File: src/rtl/irq_prio_pkg.sv
package irq_prio_pkg;

    localparam int REG_AW = 2;
    localparam int DATA_W = 8;

    localparam logic [REG_AW-1:0] ADDR_MASK = 2'd0;
    localparam logic [REG_AW-1:0] ADDR_CFG  = 2'd1;
    localparam logic [REG_AW-1:0] ADDR_CMD  = 2'd2;
    localparam logic [REG_AW-1:0] ADDR_SPUR = 2'd3;

    localparam int CMD_EOI_BIT  = 5;
    localparam int CMD_SPEC_BIT = 6;

    typedef enum logic {
        ACK_IDLE,
        ACK_HOLD
    } ack_phase_e;

endpackage

File: src/rtl/irq_req_capture.sv
module irq_req_capture #(
    parameter int NUM_IRQ = 8
) (
    input  logic               clk,
    input  logic               rst_n,
    input  logic [NUM_IRQ-1:0] irq_in,
    input  logic [NUM_IRQ-1:0] mask,
    input  logic               level_mode,
    input  logic [NUM_IRQ-1:0] ack_clr,
    output logic [NUM_IRQ-1:0] irr
);

    typedef struct packed {
        logic [NUM_IRQ-1:0] sync1;
        logic [NUM_IRQ-1:0] sync2;
        logic [NUM_IRQ-1:0] gprev;
        logic [NUM_IRQ-1:0] irr;
    } cap_t;

    cap_t cap_d, cap_q;
    logic [NUM_IRQ-1:0] gated;
    logic [NUM_IRQ-1:0] rise;
    logic [NUM_IRQ-1:0] irr_next;

    assign gated = cap_q.sync2 & ~mask;
    assign rise  = gated & ~cap_q.gprev;

    for (genvar gi = 0; gi < NUM_IRQ; gi++) begin : g_line
        assign irr_next[gi] = level_mode ? gated[gi]
                                         : ((cap_q.irr[gi] & ~ack_clr[gi]) | rise[gi]);
    end

    always_comb begin
        cap_d       = cap_q;
        cap_d.sync1 = irq_in;
        cap_d.sync2 = cap_q.sync1;
        cap_d.gprev = gated;
        cap_d.irr   = irr_next;
    end

    always_ff @(posedge clk or negedge rst_n) begin
        if (!rst_n) cap_q <= '0;
        else        cap_q <= cap_d;
    end

    assign irr = cap_q.irr;

    AST_EDGE_LATCH_HOLDS: assert property (@(posedge clk) disable iff (!rst_n) (!level_mode && $past(!level_mode) && ($past(ack_clr) == '0)) |-> ((cap_q.irr & $past(cap_q.irr)) == $past(cap_q.irr)));

endmodule

File: src/rtl/irq_prio_resolve.sv
module irq_prio_resolve #(
    parameter int NUM_IRQ = 8,
    localparam int IDX_W  = $clog2(NUM_IRQ)
) (
    input  logic [NUM_IRQ-1:0] irr,
    input  logic [NUM_IRQ-1:0] mask,
    input  logic [NUM_IRQ-1:0] isr,
    output logic [NUM_IRQ-1:0] eff,
    output logic               int_req,
    output logic [IDX_W-1:0]   win_idx,
    output logic               isr_any,
    output logic [IDX_W-1:0]   isr_idx
);

    logic eff_any;

    assign eff = irr & ~mask;

    always_comb begin
        win_idx = '0;
        eff_any = 1'b0;
        isr_idx = '0;
        isr_any = 1'b0;
        for (int i = NUM_IRQ - 1; i >= 0; i--) begin
            if (eff[i]) begin
                win_idx = IDX_W'(i);
                eff_any = 1'b1;
            end
            if (isr[i]) begin
                isr_idx = IDX_W'(i);
                isr_any = 1'b1;
            end
        end
        int_req = eff_any && (!isr_any || (win_idx < isr_idx));
    end

endmodule

File: src/rtl/irq_ack_ctrl.sv
module irq_ack_ctrl
    import irq_prio_pkg::*;
#(
    parameter int NUM_IRQ = 8,
    parameter int CNT_W   = 8,
    localparam int IDX_W  = $clog2(NUM_IRQ),
    localparam int BASE_W = DATA_W - IDX_W
) (
    input  logic               clk,
    input  logic               rst_n,
    input  logic               ack_stb,
    input  logic               int_req,
    input  logic [IDX_W-1:0]   win_idx,
    input  logic [NUM_IRQ-1:0] eff,
    input  logic [BASE_W-1:0]  base,
    input  logic               eoi_stb,
    input  logic               eoi_spec,
    input  logic [IDX_W-1:0]   eoi_idx,
    input  logic               isr_any,
    input  logic [IDX_W-1:0]   isr_idx,
    output logic [NUM_IRQ-1:0] isr,
    output logic [DATA_W-1:0]  vec,
    output logic               vec_vld,
    output logic [CNT_W-1:0]   spur_cnt,
    output logic [NUM_IRQ-1:0] ack_clr
);

    localparam logic [IDX_W-1:0]   LAST_IDX = IDX_W'(NUM_IRQ - 1);
    localparam logic [NUM_IRQ-1:0] ONE_HOT0 = NUM_IRQ'(1);
    localparam logic [CNT_W-1:0]   CNT_MAX  = '1;

    typedef struct packed {
        ack_phase_e         phase;
        logic               frz_vld;
        logic [IDX_W-1:0]   frz_idx;
        logic [NUM_IRQ-1:0] isr;
        logic [DATA_W-1:0]  vec;
        logic               vec_vld;
        logic [CNT_W-1:0]   spur;
    } ack_t;

    ack_t ack_d, ack_q;
    logic               hit;
    logic [NUM_IRQ-1:0] set_bits;
    logic [NUM_IRQ-1:0] clr_bits;

    always_comb begin
        ack_d         = ack_q;
        ack_d.vec_vld = 1'b0;
        hit           = 1'b0;
        set_bits      = '0;
        clr_bits      = '0;

        if (eoi_stb) begin
            if (eoi_spec)     clr_bits = ONE_HOT0 << eoi_idx;
            else if (isr_any) clr_bits = ONE_HOT0 << isr_idx;
        end

        if (ack_stb) begin
            if (ack_q.phase == ACK_IDLE) begin
                ack_d.phase   = ACK_HOLD;
                ack_d.frz_vld = int_req;
                ack_d.frz_idx = win_idx;
            end else begin
                ack_d.phase   = ACK_IDLE;
                ack_d.vec_vld = 1'b1;
                hit           = ack_q.frz_vld && eff[ack_q.frz_idx];
                if (hit) begin
                    ack_d.vec = {base, ack_q.frz_idx};
                    set_bits  = ONE_HOT0 << ack_q.frz_idx;
                end else begin
                    ack_d.vec = {base, LAST_IDX};
                    if (ack_q.spur != CNT_MAX) ack_d.spur = ack_q.spur + CNT_W'(1);
                end
            end
        end

        ack_d.isr = (ack_q.isr & ~clr_bits) | set_bits;
        ack_clr   = set_bits;
    end

    always_ff @(posedge clk or negedge rst_n) begin
        if (!rst_n) ack_q <= '{phase: ACK_IDLE, default: '0};
        else        ack_q <= ack_d;
    end

    assign isr      = ack_q.isr;
    assign vec      = ack_q.vec;
    assign vec_vld  = ack_q.vec_vld;
    assign spur_cnt = ack_q.spur;

    AST_ACK_COMPLETES: assert property (@(posedge clk) disable iff (!rst_n) (ack_q.phase == ACK_HOLD && ack_stb) |=> ack_q.vec_vld);
    AST_FIRST_NO_VEC: assert property (@(posedge clk) disable iff (!rst_n) (ack_q.phase == ACK_IDLE && ack_stb) |=> !ack_q.vec_vld);
    AST_SPUR_KEEPS_ISR: assert property (@(posedge clk) disable iff (!rst_n) (ack_q.phase == ACK_HOLD && ack_stb && !hit && !eoi_stb) |=> $stable(ack_q.isr));
    AST_SPUR_STEP: assert property (@(posedge clk) disable iff (!rst_n) (ack_q.spur != $past(ack_q.spur)) |-> (ack_q.vec_vld && ack_q.spur == $past(ack_q.spur) + CNT_W'(1)));
    AST_SPUR_SAT: assert property (@(posedge clk) disable iff (!rst_n) ($past(ack_q.spur) == CNT_MAX) |-> (ack_q.spur == CNT_MAX));

endmodule

File: src/rtl/irq_prio_ctrl.sv
module irq_prio_ctrl
    import irq_prio_pkg::*;
#(
    parameter int NUM_IRQ = 8,
    parameter int CNT_W   = 8,
    localparam int IDX_W  = $clog2(NUM_IRQ),
    localparam int BASE_W = DATA_W - IDX_W
) (
    input  logic               clk,
    input  logic               rst_n,
    input  logic [NUM_IRQ-1:0] irq_in,
    input  logic               reg_we,
    input  logic [REG_AW-1:0]  reg_addr,
    input  logic [DATA_W-1:0]  reg_wdata,
    output logic [DATA_W-1:0]  reg_rdata,
    output logic               int_out,
    input  logic               ack_stb,
    output logic [DATA_W-1:0]  vec_out,
    output logic               vec_vld
);

    typedef struct packed {
        logic [NUM_IRQ-1:0] mask;
        logic [BASE_W-1:0]  base;
        logic               level;
    } regs_t;

    regs_t regs_d, regs_q;

    logic [NUM_IRQ-1:0] irr;
    logic [NUM_IRQ-1:0] eff;
    logic [NUM_IRQ-1:0] isr;
    logic [NUM_IRQ-1:0] ack_clr;
    logic               int_req;
    logic [IDX_W-1:0]   win_idx;
    logic               isr_any;
    logic [IDX_W-1:0]   isr_idx;
    logic [CNT_W-1:0]   spur_cnt;
    logic               eoi_stb;
    logic               eoi_spec;
    logic [IDX_W-1:0]   eoi_idx;

    always_comb begin
        regs_d = regs_q;
        if (reg_we) begin
            unique case (reg_addr)
                ADDR_MASK: regs_d.mask = reg_wdata[NUM_IRQ-1:0];
                ADDR_CFG: begin
                    regs_d.base  = reg_wdata[DATA_W-1:IDX_W];
                    regs_d.level = reg_wdata[0];
                end
                default: ;
            endcase
        end
    end

    always_ff @(posedge clk or negedge rst_n) begin
        if (!rst_n) regs_q <= '{mask: '1, default: '0};
        else        regs_q <= regs_d;
    end

    assign eoi_stb  = reg_we && (reg_addr == ADDR_CMD)
                      && (reg_wdata[CMD_EOI_BIT] || reg_wdata[CMD_SPEC_BIT]);
    assign eoi_spec = reg_wdata[CMD_SPEC_BIT];
    assign eoi_idx  = reg_wdata[IDX_W-1:0];

    always_comb begin
        reg_rdata = '0;
        unique case (reg_addr)
            ADDR_MASK: reg_rdata = DATA_W'(regs_q.mask);
            ADDR_CFG: begin
                reg_rdata[DATA_W-1:IDX_W] = regs_q.base;
                reg_rdata[0]              = regs_q.level;
            end
            ADDR_CMD:  reg_rdata = DATA_W'(isr);
            default:   reg_rdata = DATA_W'(spur_cnt);
        endcase
    end

    irq_req_capture #(.NUM_IRQ(NUM_IRQ)) i_capture (
        .clk        (clk),
        .rst_n      (rst_n),
        .irq_in     (irq_in),
        .mask       (regs_q.mask),
        .level_mode (regs_q.level),
        .ack_clr    (ack_clr),
        .irr        (irr)
    );

    irq_prio_resolve #(.NUM_IRQ(NUM_IRQ)) i_resolve (
        .irr     (irr),
        .mask    (regs_q.mask),
        .isr     (isr),
        .eff     (eff),
        .int_req (int_req),
        .win_idx (win_idx),
        .isr_any (isr_any),
        .isr_idx (isr_idx)
    );

    irq_ack_ctrl #(.NUM_IRQ(NUM_IRQ), .CNT_W(CNT_W)) i_ack (
        .clk      (clk),
        .rst_n    (rst_n),
        .ack_stb  (ack_stb),
        .int_req  (int_req),
        .win_idx  (win_idx),
        .eff      (eff),
        .base     (regs_q.base),
        .eoi_stb  (eoi_stb),
        .eoi_spec (eoi_spec),
        .eoi_idx  (eoi_idx),
        .isr_any  (isr_any),
        .isr_idx  (isr_idx),
        .isr      (isr),
        .vec      (vec_out),
        .vec_vld  (vec_vld),
        .spur_cnt (spur_cnt),
        .ack_clr  (ack_clr)
    );

    assign int_out = int_req;

    AST_ALL_MASKED_QUIET: assert property (@(posedge clk) disable iff (!rst_n) (regs_q.mask == '1) |-> !int_out);
    AST_VEC_ONLY_ON_ACK: assert property (@(posedge clk) disable iff (!rst_n) vec_vld |-> $past(ack_stb));

endmodule

File: config.mk
export PLATFORM = sky130hd
export DESIGN_NAME = irq_prio_ctrl
export DESIGN_NICKNAME = d
export VERILOG_FILES = /design/src/rtl/irq_prio_pkg.sv /design/src/rtl/irq_req_capture.sv /design/src/rtl/irq_prio_resolve.sv /design/src/rtl/irq_ack_ctrl.sv /design/src/rtl/irq_prio_ctrl.sv
export SDC_FILE = /design/constraint.sdc
export NUM_CORES = 1
export LEC_CHECK = 0
export BUFFER_PORTS_ARGS = -buffer_cell sky130_fd_sc_hd__buf_4
export CAP_MARGIN = 10
export CELL_PAD_IN_SITES_DETAIL_PLACEMENT = 0
export CELL_PAD_IN_SITES_GLOBAL_PLACEMENT = 2
export CORE_ASPECT_RATIO = 0.9
export CORE_MARGIN = 2
export CORE_UTILIZATION = 42
export DETAILED_ROUTE_END_ITERATION = 6
export GPL_TIMING_DRIVEN = 0
export PLACE_DENSITY = 0.86
export SKIP_LAST_GASP = 1
export SYNTH_ARGS = -nofsm -noshare
export SYNTH_HDL_FRONTEND = slang
export SYNTH_SLANG_ARGS = --single-unit
File: constraint.sdc
create_clock -name clk -period 3.2 [get_ports clk]
set_input_delay 0.16 -clock clk [delete_from_list [all_inputs] [get_ports clk]]
set_output_delay 0.16 -clock clk [all_outputs]
set_load 0.01 [all_outputs]
; ---- Word-level counts from Yosys, hierarchy flattened
; Index checks and enable logic that the tools add are counted.
[totals]
ff_bits = 76
inputBits = 22
out_inout_bits = 18
elab_cells = 127
[op_classes]
n_addsub = 1
magnitude_cmp = 2
n_eq_ne = 3
shifts = 3
n_mux = 57
n_bitwise = 34
n_reduce_logical = 13
[ops]
columns = op, count
row1 = $mux 8, 8
row2 = $mux 3, 17
row3 = $and 8x8->8, 4
row4 = $mux 1, 26
row5 = $not 8->8, 3
row6 = $shl 1x3->8 const A, 3
row7 = $mux 9, 2
row8 = $pmux 5 s3, 1
row9 = $not 1->1, 10
row10 = $add 8x1->8 const B, 1
row11 = $and 1x1->1, 8
row12 = $ne 8x8->1 const B, 1
row13 = $or 1x1->1, 8
row14 = $or 8x8->8, 1
row15 = $reduce_and 2->1, 4
row16 = $pmux 2 s3, 1
row17 = $logic_and 1x1->1, 4
row18 = $lt 3x4->1 const B, 1
row19 = $reduce_and 4->1, 1
row20 = $bmux 1 s3, 1
row21 = $lt 3x3->1, 1
row22 = $pmux 1 s3, 1
row23 = $eq 2x1->1 const B, 1
row24 = $eq 2x2->1 const B, 1
row25 = 3 further kinds, 4

; ---- Logic depth before layout (Yosys ltp)
; Gate-level depths: netlist of the first run.
[depth]
depth_word = 15
mapped_depth = 8
mapped_depth_nobuf = 8

; ---- By module
; From an unflattened synthesis of the first run, not the netlist that was laid out.
[hier_totals]
hier_cells = 337
area_unflattened_um2 = 3931.3
[by_module_without_submodules]
columns = mod, instances, cells_per_inst, area_per_inst_um2, seq_area_each_um2
row1 = irq_ack_ctrl, 1, 172, 1740.4, 750.7
row2 = irq_req_capture, 1, 73, 1092.3, 800.8
row3 = irq_prio_ctrl, 1, 46, 787.0, 360.3
row4 = irq_prio_resolve, 1, 46, 311.5, 0.0

; ---- Least setup slack after synthesis of the first run
; Ideal clock, no wire load.
[synth_timing]
path_type = reg2out
start = register i_ack.ack_q, in the netlist i_ack.isr[3]
end = output int_out
arrival_time_ns = 2.057
required_ns = 3.040
path_slack_ns = 0.983
path_stages_with_launch = 7
path_buffers = 0
path_cell_list = dfrtp_1 or4_1 nand2b_1 ha_1 a211oi_1 o221ai_1 a32oi_1
[synth_via]
elab_chain_cells = 7
elab_cells_between_ends = 12
[synth_lines]
columns = item, line
row1 = from (decl), irq_ack_ctrl.sv:42  ; ack_t ack_d, ack_q;
row2 = from (signal assigned), irq_ack_ctrl.sv:84  ; else ack_q <= ack_d;
row3 = $mux 3 or $mux 1 (tied branches) (4 in a row), irq_prio_resolve.sv:29  ; if (isr[i]) begin
row4 = $lt 3x3->1 or $logic_not 1->1 (tied branches), irq_prio_resolve.sv:34  ; int_req = eff_any && (!isr_any || (win_idx < isr_idx));
row5 = $logic_or 1x1->1 (*), irq_prio_resolve.sv:34
row6 = $logic_and 1x1->1 (*), irq_prio_resolve.sv:34
row7 = to (decl), irq_prio_ctrl.sv:16  ; output logic int_out,
; Mark *: on every way between the ends. The rest lies on a longest branch, timed or not.

; ---- Final worst setup path of the first run
[layout_timing]
start = register regs_q[8]
end = output int_out
[layout_via]
elab_chain_cells = 8
elab_cells_between_ends = 11
[layout_lines]
columns = item, line
row1 = from (decl), irq_prio_ctrl.sv:28  ; regs_t regs_d, regs_q;
row2 = from (signal assigned), irq_prio_ctrl.sv:59  ; else regs_q <= regs_d;
row3 = $not 8->8, irq_prio_resolve.sv:17  ; assign eff = irr & ~mask;
row4 = $and 8x8->8, irq_prio_resolve.sv:17
row5 = $mux 3 (3 in a row), irq_prio_resolve.sv:25  ; if (eff[i]) begin
row6 = via i_ack.win_idx[2], irq_ack_ctrl.sv:13  ; input logic [IDX_W-1:0] win_idx,
row7 = $lt 3x3->1, irq_prio_resolve.sv:34
row8 = $logic_or 1x1->1, irq_prio_resolve.sv:34
row9 = $logic_and 1x1->1, irq_prio_resolve.sv:34
; The timed path passes the listed nets, and every way through them passes these cells.

==> results of run 1 <==
==> layer usage <==
metal	wire length (um)	global-route usage (%)
met1	4177	30.19
met2	3680	28.86
met3	405	4.465
met4	95	6.081
met5	0	0
==> stage by stage <==
stage / setup WS (ns) / utilization (%) / hold WS [ns]
2_1_floorplan: 0.9826 / - / -0.1356
3_3_place_gp: 0.6353 / 49.00 / 0.2692
3_5_place_dp: 0.6327 / 49.00 / 0.2707
4_1_cts: 0.2067 / 52.70 / 0.02402
5_1_grt: 0.03413 / 52.76 / 0.02964
6_report: 0.3291 / 52.76 / 0.04240
==> layout by cell type (no fill, tap or decap), types with 5 or more instances in the layout <==
cell type	Yosys	final
xor2_1	8	8
nand4_1	6	6
nor2b_1	9	9
nand2b_4	5	5
mux2_2	14	14
nand2_1	38	38
nor4_1	5	5
buf_4	8	47
mux4_2	8	8
nand2b_1	7	7
dfstp_2	8	8
clkbuf_1	4	5
nand3_1	5	5
dlygate4sd3_1	0	10
a31oi_1	5	5
clkbuf_8	0	10
dfrtp_1	68	68
inv_1	8	8
o21ai_0	18	18
nor2_1	17	17
a32o_1	6	6
==> how the worst max path moves through the flow <==
| stage | startpoint | end | slack [ns] |
|---|---|---|---|
| floorplan | i_ack.isr[3] | int_out | 0.98 |
| global placement | regs_q[10] | int_out | 0.64 |
| detailed placement | regs_q[10] | int_out | 0.63 |
| CTS | regs_q[10] | int_out | 0.21 |
| global route | regs_q[9] | int_out | 0.03 |
| finish | regs_q[8] | int_out | 0.33 |
==> layout make-up <==
type                    count  share of cell area (%)
flip-flops and latches     76                   44.48
multi-input cells         210                   35.90
repair buffers             49                   9.141
clock buffers              11                   3.290
well taps                  99                   2.882
plain buffers              15                   2.213
clock inverters             5                   1.397
inverters                   8                  0.6987
==> where the power goes <==
| part | internal [mW] | switching [mW] | leakage (nW) |
|---|---|---|---|
| Clock | 0.385 | 0.370 | 0.0999 |
| Combinational | 0.669 | 0.645 | 0.912 |
| Sequential | 1.21 | 0.248 | 0.913 |
| Total | 2.27 | 1.26 | 1.92 |
==> cells in the mapped netlist, types with 4 or more instances <==
library cell  instances  share of area [%]
o21ai_0              18                2.5
inv_1                 8               0.84
nand2b_1              7                1.2
nor4_1                5               0.88
dfstp_2               8                5.9
nor2_1               17                1.8
a32o_1                6                1.7
dfrtp_1              68                 48
clkbuf_1              4               0.42
mux2_2               14                4.4
mux4_2                8                5.0
buf_4                 8                1.7
and2b_1               4               0.84
nor2b_1               9                1.6
nand2b_4              5                1.9
nor3_1                4               0.56
nand4_1               6                1.1
nand2_1              38                4.0
a31oi_1               5               0.88
xor2_1                8                2.0
nand3_1               5               0.70
==> kinds of logic after synthesis <==
group	share of synthesized area [%]
fa+ha+maj	1.050
xor+xnor	1.960
simple gates	18.76
mux	10.43
buf+inv	3.500
flops	53.48
compound gates	10.82
==> state kept, by name (all words and copies together), names as in the netlist <==
register,count
i_ack.ack_q,5
i_ack.isr,8
i_ack.spur_cnt,8
i_ack.vec,8
i_ack.vec_vld,1
i_capture.cap_d,8
i_capture.cap_q,16
i_capture.irr,8
regs_q,14
==> worst max-delay path, stage by stage (launching register included) <==
cell,delay (ns)
dfstp_2,0.60
and2b_2,0.24
nor2_1,0.21
nand2_1,0.11
nor2_1,0.13
ha_1,0.26
a211oi_1,0.25
o221ai_1,0.20
a32oi_1,0.21
buf_4,0.15
==> what timing repair did <==
item / 4_1_cts / 5_1_grt
endpoints found under the hold margin: 73 / 0
setup buffers: 0 / 0
setup endpoints to repair: 0 / 1
gates resized for setup: 0 / 1
hold buffers: 10 / 0
==> results.rst, run 1 <==
.. list-table::
   :header-rows: 1

   * - Metric
     - Value
   * - Total global routing track utilization
     - 20.10%
   * - Fill cells
     - 746
   * - Critical Path Start Type
     - register
   * - Number of DRC violations after detailed routing
     - 0
   * - Post-Layout Cell Count
     - 473
   * - Pins Over Slew Limit
     - 0
   * - Drt pass-1 iters
     - 4
   * - Max Clock Freq
     - 0.3483 GHz
   * - Layout cells sized above 1
     - 28.88%
   * - DIE AREA
     - 9266 sq um
   * - Number of global-route vias before repair
     - 2597
   * - Number of enable-type register cells in the synthesized netlist
     - 0
   * - Clock insertion delay at the later pin of the skew report
     - 0.35 ns
   * - Number of buffers added on ports
     - 39
   * - Initial antenna violation count
     - 0
   * - Horizontal extent of the die
     - 101.2 um
   * - Iter 0 DRT Violations
     - 170
   * - Worst IR drop on VDD
     - 0.4491 mV
   * - HPWL after DPL
     - 6.004 mm
   * - Startpoint-to-endpoint class of the critical path
     - register to output port
   * - Sequential cell area
     - 1912 sq um
   * - Final design instance area without fill
     - 4298 sq um
   * - Actual transition at the worst max-transition pin
     - 0.9372 ns
   * - Final Routed Wirelength
     - 8.359 mm
   * - Final critical-path share of the clock period
     - 89.72%
   * - Category of the worst setup path capture point
     - output port
   * - Count of cells along the worst hold path
     - 2
   * - Total clock sinks
     - 76
   * - Num CTS Buffers
     - 9
   * - H-tree lvl count
     - 3
   * - Commonest register cell after synthesis
     - dfrtp_1
   * - Status
     - finished, final reports clean
   * - Count of placed standard cells including taps
     - 447
   * - Maximum number of pins on one net before global-route repair
     - 77
   * - Minimum clock period after layout
     - 2.871 ns
   * - Clock tree from TritonCTS
     - yes
   * - Leak
     - 1.925 nW
   * - Avg WL per Cell
     - 17.67 um
   * - Synth unique cells
     - 57
   * - # rows
     - 31
   * - Final sum of negative setup slack
     - 0 ns
   * - Cell area reported after detailed placement
     - 3991 sq um
   * - Total setup violations reported at the end of the flow
     - 0
   * - Worst clock skew on the final layout
     - 0.01332 ns
   * - Sequential area share after synthesis
     - 53.48%
   * - RSZ-0062 raised after global routing
     - no
   * - Starting density of the core
     - 43.89%
   * - Footprint of the multi-input gates
     - 1543 sq um
   * - First-pass GRT wire length
     - 14.01 mm
   * - Final ANT Viol Nets
     - 0
   * - Number of nets produced by synthesis
     - 334
   * - CP max FO
     - 5
   * - Count of cells along the worst register-to-register path
     - 8
   * - Final-stage net count
     - 394
   * - GRT Residual Overflow
     - 0
   * - Root buffer cell
     - clkbuf_8
   * - Power per cell area
     - 821.3 nW/um^2
   * - Number of storage elements in the synthesis netlist
     - 76
   * - Slew headroom
     - 37.52%
   * - I/O pin count
     - 40
   * - Max cap viols
     - 0
   * - Worst Hold Endpoint
     - regs_q[10]
   * - Largest buffer count on any clock path
     - 2
   * - Worst Hold Launch
     - reg_wdata[4]
   * - Number of antenna repair diodes
     - 0
   * - Critical path data arrival time
     - 2.71 ns
   * - Warning count from the yosys run
     - 0
   * - Capture point of the worst reg-to-reg path
     - i_ack.ack_q[28]
   * - Placeable core region
     - 8145 sq um
   * - Layout overhead on the synthesized area
     - 20.23%
   * - Flop2flop setup slack
     - 0.94 ns
   * - Path type of the worst min-delay path
     - primary input to register
   * - Vias/cell
     - 5.444
   * - Number of failing hold endpoints at the final stage
     - 0
   * - Gate Count Post-Synth
     - 309
   * - Number of vias in the routed layout
     - 2575
   * - Die height
     - 91.52 um
   * - Global placer's final weighted congestion
     - 0.9166
   * - CTS clock-pin slew for the worst setup and hold paths
     - 0.09 ns
   * - Post-layout total power
     - 3.530 mW
   * - Avg Inst Size Synth
     - 11.57 sq um
   * - Mapped Area
     - 3575 sq um
   * - Reg2Reg Launch Point
     - regs_q[8]
   * - Worst path required time
     - 3.04 ns
   * - Synth async-reset ratio
     - 100.0%
(Power assumes the default switching activity.)
==> run 2: changes to the inputs <==
--- a/config.mk
+++ b/config.mk
@@ -11,10 +11,10 @@
 export CELL_PAD_IN_SITES_GLOBAL_PLACEMENT = 2
 export CORE_ASPECT_RATIO = 0.9
 export CORE_MARGIN = 2
-export CORE_UTILIZATION = 42
+export CORE_UTILIZATION = 40
 export DETAILED_ROUTE_END_ITERATION = 6
 export GPL_TIMING_DRIVEN = 0
-export PLACE_DENSITY = 0.86
+export PLACE_DENSITY = 0.83
 export SKIP_LAST_GASP = 1
 export SYNTH_ARGS = -nofsm -noshare
 export SYNTH_HDL_FRONTEND = slang
==> run 2 against run 1 <==
Net effect: sequential cell count unchanged; clock-buffer cell count unchanged; global-route usage decreased by 1.3 points; critical path depth stayed put.
==> results.rst, run 2 (synthesis gave the netlist of run 1 again) <==
.. list-table::
   :header-rows: 1

   * - Metric
     - Value
   * - I/O pin count
     - 40 (unchanged)
   * - Num CTS Buffers
     - 9 (unchanged)
   * - Cell area reported after detailed placement
     - 4016 sq um (+0.63%)
   * - Path type of the worst min-delay path
     - primary input to register
   * - Global placer's final weighted congestion
     - 0.8945 (-2.4%)
   * - First-pass GRT wire length
     - 13.93 mm (-0.59%)
   * - Clock insertion delay at the later pin of the skew report
     - 0.35 ns (about the same)
   * - H-tree lvl count
     - 3 (unchanged)
   * - HPWL after DPL
     - 5.958 mm (-0.76%)
   * - CP max FO
     - 5 (unchanged)
   * - Minimum clock period after layout
     - 2.975 ns (+0.1039 ns)
   * - Most common cell after layout, fill and taps aside
     - dfrtp_1
   * - Max Clock Freq
     - 0.3362 GHz (-3.5%)
   * - Total clock sinks
     - 76 (unchanged)
   * - Worst setup startpoint
     - regs_q[10]
   * - Most used cells in the layout excluding fill and tap cells
     - dfrtp_1 (68), buf_4 (47), nand2_1 (38), o21ai_0 (18), nor2_1 (17)
   * - Status
     - finished, final reports clean
   * - Sequential cell area
     - 1912 sq um (unchanged)
   * - Count of cells along the worst register-to-register path
     - 8 (unchanged)
   * - Worst path slowest cell
     - dfstp_2
   * - Leak
     - 1.936 nW (+0.59%)
   * - Worst IR drop on VDD
     - 0.3446 mV (-23%)
   * - Number of DRC violations after detailed routing
     - 0 (unchanged)
   * - Startpoint-to-endpoint class of the critical path
     - register to output port
   * - GRT Residual Overflow
     - 0 (unchanged)
   * - Post-Layout Cell Count
     - 493 (+4.2%)
   * - Final critical-path share of the clock period
     - 92.96% (+3.2 points)
   * - Final Routed Wirelength
     - 8.349 mm (-0.12%)
   * - Horizontal extent of the die
     - 103.6 um (+2.4%)
   * - Critical Path Start Type
     - register
   * - Category of the worst setup path capture point
     - output port
   * - Drt pass-1 iters
     - 4 (unchanged)
   * - Root buffer cell
     - clkbuf_8
   * - Top reg by flops
     - i_capture.cap_q
   * - Power per cell area
     - 823.8 nW/um^2 (+0.31%)
   * - Critical path data arrival time
     - 2.81 ns (+0.10 ns)
   * - Iter 0 DRT Violations
     - 178 (+4.7%)
   * - Post-layout total power
     - 3.570 mW (+1.1%)
   * - Total setup violations reported at the end of the flow
     - 0 (unchanged)
   * - Die height
     - 93.68 um (+2.4%)
   * - Series of cell instances along the critical path
     - nand2b_4, nand2_1, nor3_1, nor2_1, ha_1, a211oi_1, o221ai_1, a32oi_1, buf_4
   * - Footprint of the multi-input gates
     - 1538 sq um (-0.32%)
   * - Placeable core region
     - 8608 sq um (+5.7%)
   * - Count of cells along the worst hold path
     - 2 (unchanged)
   * - Pins Over Slew Limit
     - 0 (unchanged)
   * - CTS clock-pin slew for the worst setup and hold paths
     - 0.08 ns (about the same)
   * - Number of antenna repair diodes
     - 0 (unchanged)
   * - Actual transition at the worst max-transition pin
     - 0.9726 ns (+0.03542 ns)
   * - # rows
     - 32 (+3.2%)
   * - Final sum of negative setup slack
     - 0 ns (unchanged)
   * - Initial antenna violation count
     - 0 (unchanged)
   * - Worst path required time
     - 3.04 ns (about the same)
   * - Largest buffer count on any clock path
     - 2 (unchanged)
   * - Layout overhead on the synthesized area
     - 21.21%
   * - Final-stage net count
     - 394 (unchanged)
   * - Registers with the most flip-flops
     - i_capture.cap_q (16), regs_q (14)
   * - Layout cells sized above 1
     - 28.61% (-0.27 points)
   * - RSZ-0062 raised after global routing
     - no
   * - DIE AREA
     - 9709 sq um (+4.8%)
   * - Count of placed standard cells including taps
     - 467 (+4.5%)
   * - Number of global-route vias before repair
     - 2667 (+2.7%)
   * - Worst clock skew on the final layout
     - 0.009724 ns (-0.003600 ns)
   * - Largest register FFs
     - 16 (unchanged)
   * - Number of buffers added on ports
     - 39 (unchanged)
   * - Final design instance area without fill
     - 4333 sq um (+0.82%)
   * - Reg2Reg Launch Point
     - regs_q[10]
   * - Total global routing track utilization
     - 18.82% (-1.3 points)
   * - Delay of the slowest cell on the worst path
     - 0.58 ns (-0.02 ns)
   * - Final ANT Viol Nets
     - 0 (unchanged)
   * - Maximum number of pins on one net before global-route repair
     - 77 (unchanged)
   * - Clock tree from TritonCTS
     - yes
   * - Vias/cell
     - 5.286 (-2.9%)
   * - Number of vias in the routed layout
     - 2606 (+1.2%)
   * - Avg WL per Cell
     - 16.94 um (-4.2%)
   * - Slew headroom
     - 35.16% (-2.4 points)
   * - Number of instances resized during post-cts repair
     - 0 (unchanged)
   * - Core Util, Final
     - 50.33% (-2.4 points)
   * - Starting density of the core
     - 41.53% (-2.4 points)
   * - Worst Hold Launch
     - reg_wdata[3]
   * - Number of failing hold endpoints at the final stage
     - 0 (unchanged)
   * - Max cap viols
     - 0 (unchanged)
   * - Fill cells
     - 814 (+9.1%)
-- run 2: cell types whose count changed in the layout (fill, tap and decap cells not counted), sizes merged --
cell,previous run,this run
clkinv,2,3
bufinv,1,2
inv,9,8
clkinvlp,1,0
-- run 2: worst paths after layout --
path / end / slack [ns]
setup / recovery: int_out / 0.23
max in group asynchronous: i_ack.spur_cnt[7] / 2.06
setup reg to reg: i_ack.ack_q[28] / 0.84
hold / removal: regs_q[1] / 0.05
min in group asynchronous: i_capture.cap_q[9] / 0.51
hold reg to reg: i_capture.cap_q[21] / 0.35
-- run 2: metrics by stage --
| stage | setup slack [ns] | hold slack [ns] |
|---|---|---|
| 6_report | 0.2252 | 0.04817 |
| 5_1_grt | 0.08179 | 0.03215 |
| 4_1_cts | 0.2148 | 0.03186 |
| 3_5_place_dp | 0.6138 | 0.2703 |
| 3_3_place_gp | 0.6072 | 0.2698 |
| 2_1_floorplan | 0.9826 | -0.1356 |
-- run 2: power by group --
group / internal (mW) / switching (mW) / total [mW]
combinational: 0.667 / 0.638 / 1.31
sequential: 1.21 / 0.246 / 1.46
clock: 0.457 / 0.348 / 0.805
-- run 2: cell type report --
cell class | count | area share [%]
buffer | 15 | 2.195
sequential | 76 | 44.12
multi-input combinational | 210 | 35.49
inverter | 8 | 0.6930
clock buffer | 11 | 3.263
clock inverter | 5 | 1.733
tap | 119 | 3.436
timing repair buffer | 49 | 9.067
-- run 2: worst max-delay path, delay by kind of cell (launching register included) --
| family | cells | cell delay [ns] |
|---|---|---|
| simple gates | 4 | 0.77 |
| compound gates | 3 | 0.64 |
| flops | 1 | 0.58 |
| fa+ha+maj | 1 | 0.33 |
| buf+inv | 1 | 0.16 |
-- run 2: per-layer routing --
layer  up-vias  GRT usage, %  part of all wire (%)
li1       1227             -                     -
met1      1289         26.52                    49
met2        79         27.81                    44
met3        11         5.270                   5.1
met4         0         7.095                   1.4
met5         -             0                     0
-- run 2: what timing repair did --
action                                 in CTS  in global routing
endpoints found under the hold margin      39                  0
hold buffers                               10                  0
buffers inserted                            0                  0
==> run 3: changes to the inputs <==
--- a/config.mk
+++ b/config.mk
@@ -12,6 +12,7 @@
 export CORE_ASPECT_RATIO = 0.9
 export CORE_MARGIN = 2
 export CORE_UTILIZATION = 40
+export CTS_BUF_LIST = sky130_fd_sc_hd__clkbuf_8 sky130_fd_sc_hd__clkbuf_16
 export DETAILED_ROUTE_END_ITERATION = 6
 export GPL_TIMING_DRIVEN = 0
 export PLACE_DENSITY = 0.83
==> run 3 against run 2 <==
Net effect: global-route usage is the same; sequential power is essentially flat; utilization is the same.
==> results.rst, run 3 (synthesis gave the netlist of run 1 again) <==
.. list-table::
   :header-rows: 1

   * - Metric
     - Value
   * - Largest register FFs
     - 16 (unchanged)
   * - Final critical-path share of the clock period
     - 92.98% (about the same)
   * - Count of cells along the worst hold path
     - 2 (unchanged)
   * - Number of DRC violations after detailed routing
     - 0 (unchanged)
   * - Top reg by flops
     - i_capture.cap_q
   * - # rows
     - 32 (unchanged)
   * - Most used cells in the layout excluding fill and tap cells
     - dfrtp_1 (68), buf_4 (47), nand2_1 (38), o21ai_0 (18), nor2_1 (17)
   * - Startpoint-to-endpoint class of the critical path
     - register to output port
   * - Number of failing hold endpoints at the final stage
     - 0 (unchanged)
   * - Root buffer cell
     - clkbuf_8
   * - Registers with the most flip-flops
     - i_capture.cap_q (16), regs_q (14)
   * - Num CTS Buffers
     - 9 (unchanged)
   * - HPWL after DPL
     - 5.958 mm (unchanged)
   * - I/O pin count
     - 40 (unchanged)
   * - Clock insertion delay at the later pin of the skew report
     - 0.35 ns (about the same)
   * - Max cap viols
     - 0 (unchanged)
   * - Minimum clock period after layout
     - 2.975 ns (+0.0006440 ns)
   * - Number of buffers added on ports
     - 39 (unchanged)
   * - Critical Path Start Type
     - register
   * - Pins Over Slew Limit
     - 0 (unchanged)
   * - Maximum number of pins on one net before global-route repair
     - 77 (unchanged)
   * - Total clock sinks
     - 76 (unchanged)
   * - Layout overhead on the synthesized area
     - 21.21% (unchanged)
   * - Actual transition at the worst max-transition pin
     - 0.9713 ns (-0.001344 ns)
   * - Final ANT Viol Nets
     - 0 (unchanged)
   * - H-tree lvl count
     - 3 (unchanged)
   * - Core Util, Final
     - 50.33% (unchanged)
   * - First-pass GRT wire length
     - 13.93 mm (unchanged)
   * - Total routed wire length on the met1 layer
     - 4.099 mm (-0.27%)
   * - Final-stage net count
     - 394 (unchanged)
   * - Met2 WL
     - 3.714 mm (+0.43%)
   * - Worst IR drop on VDD
     - 0.3449 mV (about the same)
   * - Avg WL per Cell
     - 16.93 um (about the same)
   * - Total setup violations reported at the end of the flow
     - 0 (unchanged)
   * - DIE AREA
     - 9709 sq um (unchanged)
   * - Most common cell after layout, fill and taps aside
     - dfrtp_1
   * - GRT Residual Overflow
     - 0 (unchanged)
   * - Slew headroom
     - 35.25% (+0.090 points)
   * - CP max FO
     - 5 (unchanged)
   * - Leak
     - 1.940 nW (+0.21%)
   * - RSZ-0062 raised after global routing
     - no
   * - Largest buffer count on any clock path
     - 2 (unchanged)
   * - Power per cell area
     - 822.8 nW/um^2 (-0.12%)
   * - Met3 WL post-DR
     - 420 um (-1.4%)
   * - Status
     - finished, final reports clean
   * - Top sig layer
     - met4
   * - Minimum setup slack in the final design
     - 0.2245 ns (-0.0006440 ns)
   * - CTS clock-pin slew for the worst setup and hold paths
     - 0.08 ns (about the same)
   * - Worst slack, placed
     - 0.6138 ns (unchanged)
   * - Drt pass-1 iters
     - 4 (unchanged)
   * - Clock tree from TritonCTS
     - yes
   * - Count of cells along the worst register-to-register path
     - 8 (unchanged)
   * - Horizontal extent of the die
     - 103.6 um (unchanged)
   * - Max Clock Freq
     - 0.3361 GHz (about the same)
   * - Path type of the worst min-delay path
     - primary input to register
   * - Vias/cell
     - 5.292 (+0.12%)
   * - Iter 0 DRT Violations
     - 177 (-0.56%)
   * - Layout cells sized above 1
     - 28.61% (unchanged)
   * - Final Routed Wirelength
     - 8.347 mm (about the same)
   * - Worst clock skew on the final layout
     - 0.007794 ns (-0.001930 ns)
   * - Total global routing track utilization
     - 18.82% (unchanged)
   * - Placeable core region
     - 8608 sq um (unchanged)
   * - Post-CTS Repair Setup Buffers
     - 0 (unchanged)
   * - Worst path required time
     - 3.04 ns (about the same)
   * - Critical path data arrival time
     - 2.82 ns (about the same)
   * - Starting density of the core
     - 41.53% (unchanged)
   * - Number of vias in the routed layout
     - 2609 (+0.12%)
   * - Number of antenna repair diodes
     - 0 (unchanged)
   * - Number of global-route vias before repair
     - 2667 (unchanged)
   * - Fill cells
     - 814 (unchanged)
   * - Category of the worst setup path capture point
     - output port
   * - Initial antenna violation count
     - 0 (unchanged)
   * - Final sum of negative setup slack
     - 0 ns (unchanged)
   * - Die height
     - 93.68 um (unchanged)
   * - Global placer's final weighted congestion
     - 0.8945 (unchanged)
run 3: cell count changes in the layout (fill, tap and decap cells not counted):
cell      before  now
inv_1          8    9
clkbuf_1       5    4
run 3: where the power goes:
part / total [mW] / switching, mW / internal (mW)
combinational: 1.30 / 0.638 / 0.667
clock: 0.800 / 0.347 / 0.454
sequential: 1.46 / 0.247 / 1.21
total: 3.57 / 1.23 / 2.33
run 3: metrics by stage:
step | area, sq um | cells | hold WS, ns | power, mW
after floorplan | 3575 | 309 | -0.1356 | 2.320
after global placement | 4016 | 467 | 0.2698 | 2.759
after detailed placement | 4016 | 467 | 0.2703 | 2.782
after CTS | 4333 | 493 | 0.03186 | 3.609
after global routing | 4333 | 493 | 0.03205 | 3.825
final | 4333 | 493 | 0.04868 | 3.565
run 3: path summary, 6_finish.rpt:
path | slack, ns | to | startpoint
min | 0.05 | regs_q[1] | reg_wdata[3]
max reg2reg | 0.84 | i_ack.ack_q[28] | regs_q[10]
max | 0.22 | int_out | regs_q[10]
max in group asynchronous | 2.06 | i_ack.spur_cnt[7] | rst_n
min reg2reg | 0.35 | i_capture.cap_q[21] | i_capture.cap_d[21]
min in group asynchronous | 0.51 | i_capture.cap_q[9] | rst_n
run 3: per-layer routing:
metal / up-vias / global-route usage (%)
met5: - / 0
met3: 11 / 5.270
li1: 1228 / -
met1: 1289 / 26.52
met4: 0 / 7.095
met2: 81 / 27.81
run 3: final cells by class:
| cell class | instances | area [sq um] | area share, % |
|---|---|---|---|
| inverters | 8 | 30.03 | 0.6930 |
| well taps | 119 | 148.9 | 3.436 |
| clock inverters | 6 | 78.83 | 1.819 |
| plain buffers | 15 | 95.09 | 2.195 |
| flip-flops and latches | 76 | 1912 | 44.12 |
| repair buffers | 49 | 392.9 | 9.067 |
| multi-input cells | 210 | 1538 | 35.49 |
| clock buffers | 10 | 137.6 | 3.176 |
run 3: critical path: stages (launching register included):
cell and delay [ns]:
dfstp_2 0.58, nand2b_4 0.17, nand2_1 0.05, nor3_1 0.41
nor2_1 0.14, ha_1 0.33, a211oi_1 0.23, o221ai_1 0.18
a32oi_1 0.23, buf_4 0.16
run 3: repair_timing:
item                                   4_1_cts  5_1_grt
hold buffers                                10        0
endpoints found under the hold margin       39        0
resized for setup                            0        0
setup endpoints to repair                    0        0
